<file path="config.mk">
export PLATFORM = sky130hd
export DESIGN_NAME = adv_cmd_detect
export DESIGN_NICKNAME = d
export VERILOG_FILES = /design/src/rtl/adv_cmd_pkg.sv /design/src/rtl/adv_step_match.sv /design/src/rtl/adv_seq_fsm.sv /design/src/rtl/adv_req_out.sv /design/src/rtl/adv_cmd_detect.sv
export SDC_FILE = /design/constraint.sdc
export NUM_CORES = 1
export LEC_CHECK = 0
export ABC_AREA = 1
export BUFFER_PORTS_ARGS = -buffer_cell sky130_fd_sc_hd__buf_2
export CAP_MARGIN = 15
export CORE_AREA = 2 2 39 41
export DETAILED_ROUTE_END_ITERATION = 8
export DIE_AREA = 0 0 41 43
export PLACE_DENSITY_LB_ADDON = 0.08
export SKIP_LAST_GASP = 1
export SLEW_MARGIN = 0
export SYNTH_ARGS = -nofsm -noshare
export SYNTH_HDL_FRONTEND = slang
export SYNTH_SLANG_ARGS = --single-unit
</file>
<file path="constraint.sdc">
create_clock -name clk_i -period 1.37 [get_ports clk_i]
set_clock_uncertainty 0.2 [all_clocks]
set_input_delay 0.2055 -clock clk_i [delete_from_list [all_inputs] [get_ports clk_i]]
set_output_delay 0.2055 -clock clk_i [all_outputs]
set_load 0.02 [all_outputs]
</file>
<file path="src/rtl/adv_cmd_pkg.sv">
package adv_cmd_pkg;
  localparam int ADDR_W  = 13;
  localparam int PRE_LEN = 5;
  localparam int STEP_W  = $clog2(PRE_LEN + 1);

  typedef logic [ADDR_W-1:0] addr_t;
  typedef logic [STEP_W-1:0] step_t;

  localparam addr_t SAVE_ADDR    = 13'h0F0F;
  localparam addr_t RESTORE_ADDR = 13'h0F0E;

  // Shared prefix, in the order it must be read
  function automatic addr_t pre_addr(input int idx);
    case (idx)
      0:       return 13'h0000;
      1:       return 13'h1555;
      2:       return 13'h0AAA;
      3:       return 13'h1FFF;
      default: return 13'h10F0;
    endcase
  endfunction

  typedef struct packed {
    logic hit_next;
    logic hit_first;
    logic hit_save;
    logic hit_restore;
  } match_t;
endpackage

</file>
<file path="src/rtl/adv_step_match.sv">
module adv_step_match
  import adv_cmd_pkg::*;
(
  input  addr_t  addr_i,
  input  step_t  step_i,
  output match_t match_o
);
  logic [PRE_LEN-1:0] pre_hit;

  for (genvar g = 0; g < PRE_LEN; g++) begin : g_cmp
    assign pre_hit[g] = (addr_i == pre_addr(g));
  end

  always_comb begin
    match_o.hit_next    = (int'(step_i) < PRE_LEN) ? pre_hit[step_i] : 1'b0;
    match_o.hit_first   = pre_hit[0];
    match_o.hit_save    = (addr_i == SAVE_ADDR);
    match_o.hit_restore = (addr_i == RESTORE_ADDR);
  end
endmodule

</file>
<file path="src/rtl/adv_seq_fsm.sv">
module adv_seq_fsm
  import adv_cmd_pkg::*;
(
  input  logic   clk_i,
  input  logic   rst_ni,
  input  logic   rd_i,
  input  logic   wr_i,
  input  logic   busy_i,
  input  match_t match_i,
  output step_t  step_o,
  output logic   save_o,
  output logic   restore_o
);
  localparam step_t LAST = step_t'(PRE_LEN);

  step_t step_q, step_d;
  logic  is_read;

  assign is_read = rd_i & ~wr_i;

  always_comb begin
    step_d    = step_q;
    save_o    = 1'b0;
    restore_o = 1'b0;
    if (busy_i || wr_i) begin
      step_d = '0;
    end else if (is_read) begin
      if (step_q == LAST && match_i.hit_save) begin
        save_o = 1'b1;
        step_d = '0;
      end else if (step_q == LAST && match_i.hit_restore) begin
        restore_o = 1'b1;
        step_d = '0;
      end else if (match_i.hit_next) begin
        step_d = step_q + step_t'(1);
      end else if (match_i.hit_first) begin
        step_d = step_t'(1);  // cancelling read kept as step one
      end else begin
        step_d = '0;
      end
    end
  end

  always_ff @(posedge clk_i or negedge rst_ni) begin
    if (!rst_ni) step_q <= '0;
    else         step_q <= step_d;
  end

  assign step_o = step_q;


  busy_idle_chk: assert property (@(posedge clk_i) disable iff (!rst_ni)
    busy_i |=> (step_q == '0));

  write_abort_chk: assert property (@(posedge clk_i) disable iff (!rst_ni)
    wr_i |=> (step_q == '0));

  idle_hold_chk: assert property (@(posedge clk_i) disable iff (!rst_ni)
    (!rd_i && !wr_i && !busy_i) |=> $stable(step_q));
endmodule

</file>
<file path="src/rtl/adv_req_out.sv">
module adv_req_out (
  input  logic clk_i,
  input  logic rst_ni,
  input  logic save_i,
  input  logic restore_i,
  output logic store_req_o,
  output logic recall_req_o
);
  always_ff @(posedge clk_i or negedge rst_ni) begin
    if (!rst_ni) begin
      store_req_o  <= 1'b0;
      recall_req_o <= 1'b0;
    end else begin
      store_req_o  <= save_i;
      recall_req_o <= restore_i;
    end
  end


  req_excl_chk: assert property (@(posedge clk_i) disable iff (!rst_ni)
    $onehot0({store_req_o, recall_req_o}));

  store_single_chk: assert property (@(posedge clk_i) disable iff (!rst_ni)
    store_req_o |=> !store_req_o);

  recall_single_chk: assert property (@(posedge clk_i) disable iff (!rst_ni)
    recall_req_o |=> !recall_req_o);
endmodule

</file>
<file path="src/rtl/adv_cmd_detect.sv">
module adv_cmd_detect
  import adv_cmd_pkg::*;
(
  input  logic              clk_i,
  input  logic              rst_ni,
  input  logic              rd_i,
  input  logic              wr_i,
  input  logic [ADDR_W-1:0] addr_i,
  input  logic              busy_i,
  output logic              store_req_o,
  output logic              recall_req_o
);
  match_t match;
  step_t  step;
  logic   save, restore;

  adv_step_match u_match (
    .addr_i  (addr_i),
    .step_i  (step),
    .match_o (match)
  );

  adv_seq_fsm u_fsm (
    .clk_i     (clk_i),
    .rst_ni    (rst_ni),
    .rd_i      (rd_i),
    .wr_i      (wr_i),
    .busy_i    (busy_i),
    .match_i   (match),
    .step_o    (step),
    .save_o    (save),
    .restore_o (restore)
  );

  adv_req_out u_out (
    .clk_i        (clk_i),
    .rst_ni       (rst_ni),
    .save_i       (save),
    .restore_i    (restore),
    .store_req_o  (store_req_o),
    .recall_req_o (recall_req_o)
  );


  busy_quiet_chk: assert property (@(posedge clk_i) disable iff (!rst_ni)
    busy_i |=> (!store_req_o && !recall_req_o));
  // a request only follows a read
  req_after_read_chk: assert property (@(posedge clk_i) disable iff (!rst_ni)
    !(rd_i && !wr_i) |=> (!store_req_o && !recall_req_o));
endmodule

</file>
==> out/summary.txt <==
CTS tree - yes
crit start category - flip-flop
Detailed Place HPWL - 1.090 mm
R2R Setup Slk - -0.14 ns
number of global-route vias before repair - 582
Die Y - 43 um
status - finished with violations
Tmin final - 1.511 ns
Syn Area/Cell - 5.577 um2
ys flop type - dfrtp_1
all-layer global routing usage - 19.41%
max cap viols - 0
Skew-Pair Late Insertion Delay - 0.24 ns
Filler Cell Count - 142
final weighted congestion in routability-driven placement - 0.8095
static leakage - 0.4441 nW
CP Launch Point - u_fsm.step_o[1]
largest cells by area after synthesis - nand2_1, dfrtp_1, nor2_1
total gr overflow - 0
worst slew pin tran - 0.3753 ns
DRT Pass-1 Iters - 4
PwrDens - 505.3 nW/um2
CP Class - flip-flop to flip-flop
Core Area - 1384 um2
area share of the largest cell type after synthesis - 25.06%
Via density - 4.555
Num CTS Buffers - 3
wire length per cell - 8.966 um
Synth area leader - nand2_1
Worst Hold Class - input pin to flip-flop
clk slew on worst S/H paths - 0.04 ns
Post-synth EDFFs - 0
WP data arrival - 1.44 ns
Worst VDD drop - 0.5350 mV
clock root cell - clkbuf_4
sequential area share after synthesis - 23.87%
fmax - 0.6616 GHz
cell count after synthesis - 94
Tcrit/Tclk final - 110.3%
slowest CP cell - dfrtp_1
Net Count, Synth - 114
Mapped Area - 524.3 um2
residual DRC count - 0
Crit. End Element - flip-flop
failing checks - setup timing
Worst path most repeated cell - nand2_1
count of different cell masters after synthesis - 16
CP Data Required Time - 1.30 ns
via count - 665
Hold Slack - 0.04922 ns
# placed instances - 140
Die ar. - 1763 um2
Slew Viols, Final - 0
RSZ-0062 raised after global routing - true
Final Worst Setup Slack - -0.1414 ns
hold violation total from the final report - 0
antenna violations before repair - 0
most instantiated cells after synthesis - nand2_1, nor2_1, inv_1, dfrtp_1, nand3_1
Area Growth Syn to Fin - 50.84%
worst relative slew slack - 74.79%
largest net degree at the start of global routing - 7
layout cell share with drive strength beyond 1 - 36.15%
number of synthesized register bits - 5
I/O Pins - 20
I/O Buffers - 19
Setup Viol. Count Final - 4
first-pass GRT wire length - 2.352 mm
row cnt - 14
Yosys Warn Count - 0
Die X - 41 um
H-Tree Depth - 1
Final ANT Viol Nets - 0
r2r startpoint - u_fsm.step_o[1]
FF+latch area - 126.4 um2
fraction of registers with async set/reset - 100.0%
setup TNS - -0.4101 ns
Worst Path Max Fanout - 3
most numerous cell in the Yosys netlist - nand2_1
Initial Util - 37.88%
Iteration-0 DRC Markers - 13
worst hold path startpoint - rd_i
crit-path cells - inv_1 -> ha_1 -> nand2_1 -> nor2_2 -> nand3_2 -> and3_4 -> nand3_1 -> nand2_1
drt total wl - 1.309 mm
Finished Layout Cells - 146
maximum clock insertion buffer count - 2
Multi-input gate area - 381.6 um2
clock sinks - 5
Ant. Diodes - 0
CP peak stage delay - 0.39 ns
Layout Nets - 151
[worst max-delay path: cells and delay by family, from the launching register on]
kind / cells / cell delay [ns]
buf+inv: 1 / 0.08
flops: 1 / 0.39
fa+ha+maj: 1 / 0.14
simple gates: 6 / 0.58
[cells in the final DEF, fill, tap and decap left out, drive strengths merged]
cell type	synthesis	final
o21ai	2	2
or2	1	1
inv	10	10
nor3	2	2
nand3	4	4
and2	1	1
nor2	25	25
clkbuf	0	4
dlygate4sd3	0	1
nand4	3	3
ha	2	2
nand2	37	37
buf	0	31
and3	1	1
dfrtp	5	5
xor2	1	1
[what timing repair did]
item                                   4_1_cts  5_1_grt
hold buffers                                 1        0
setup buffers                                1        0
endpoints found under the hold margin        5        0
resized for setup                            2        6
pin swaps                                    2        0
setup endpoints to repair                    5        5
[area by class of cell]
class	count	area share, %
inverters	10	4.747
clock buffers	4	3.323
flip-flops and latches	5	15.98
multi-input cells	79	48.26
well taps	16	2.532
repair buffers	32	25.16
[logic make-up (layout without fill, tap and decap cells)]
group	after synthesis	count (layout)	share of synthesized area, %
buf+inv	10	46	7.161
compound gates	2	2	1.909
fa+ha+maj	2	2	4.773
simple gates	74	74	60.62
flops	5	5	23.87
xor+xnor	1	1	1.671
[sequential cells by signal (all words and copies together) (netlist names)]
register            flops
u_fsm.step_o            3
u_out.recall_req_o      1
u_out.store_req_o       1
[per-stage QoR]
step | util [%] | total power [mW] | area [um2] | worst slack, ns
6_report | 57.14 | 0.3996 | 790.8 | -0.1414
3_3_place_gp | 52.17 | 0.2295 | 721.9 | -0.1960
3_5_place_dp | 52.17 | 0.2303 | 721.9 | -0.2015
2_1_floorplan | - | 0.1771 | 524.3 | -0.08185
5_1_grt | 57.14 | 0.4288 | 790.8 | -0.2350
4_1_cts | 55.88 | 0.4029 | 773.2 | -0.1463
[where the power goes]
part / switching [mW] / total [mW] / internal [mW]
Clock: 0.0577 / 0.168 / 0.110
Combinational: 0.0444 / 0.0837 / 0.0393
Sequential: 0.00000282 / 0.148 / 0.148
[path summary, 6_finish.rpt]
path                            depth (start not counted)         endpoint
min in group asynchronous                               2  u_fsm.step_o[2]
worst max-delay path                                    8  u_fsm.step_o[0]
worst min register to register                          3  u_fsm.step_o[0]
max in group asynchronous                               2  u_fsm.step_o[0]
worst max register to register                          8  u_fsm.step_o[0]
worst min-delay path                                    4  u_fsm.step_o[0]
[routing by layer]
layer	up-vias	part of all wire [%]	global-route usage, %
li1	365	-	-
met1	283	50	28.95
met2	17	45	25.94
met3	0	4.9	7.853
met4	0	0	4.000
met5	-	0	0
No activity file was read; power rests on OpenSTA's default activity.
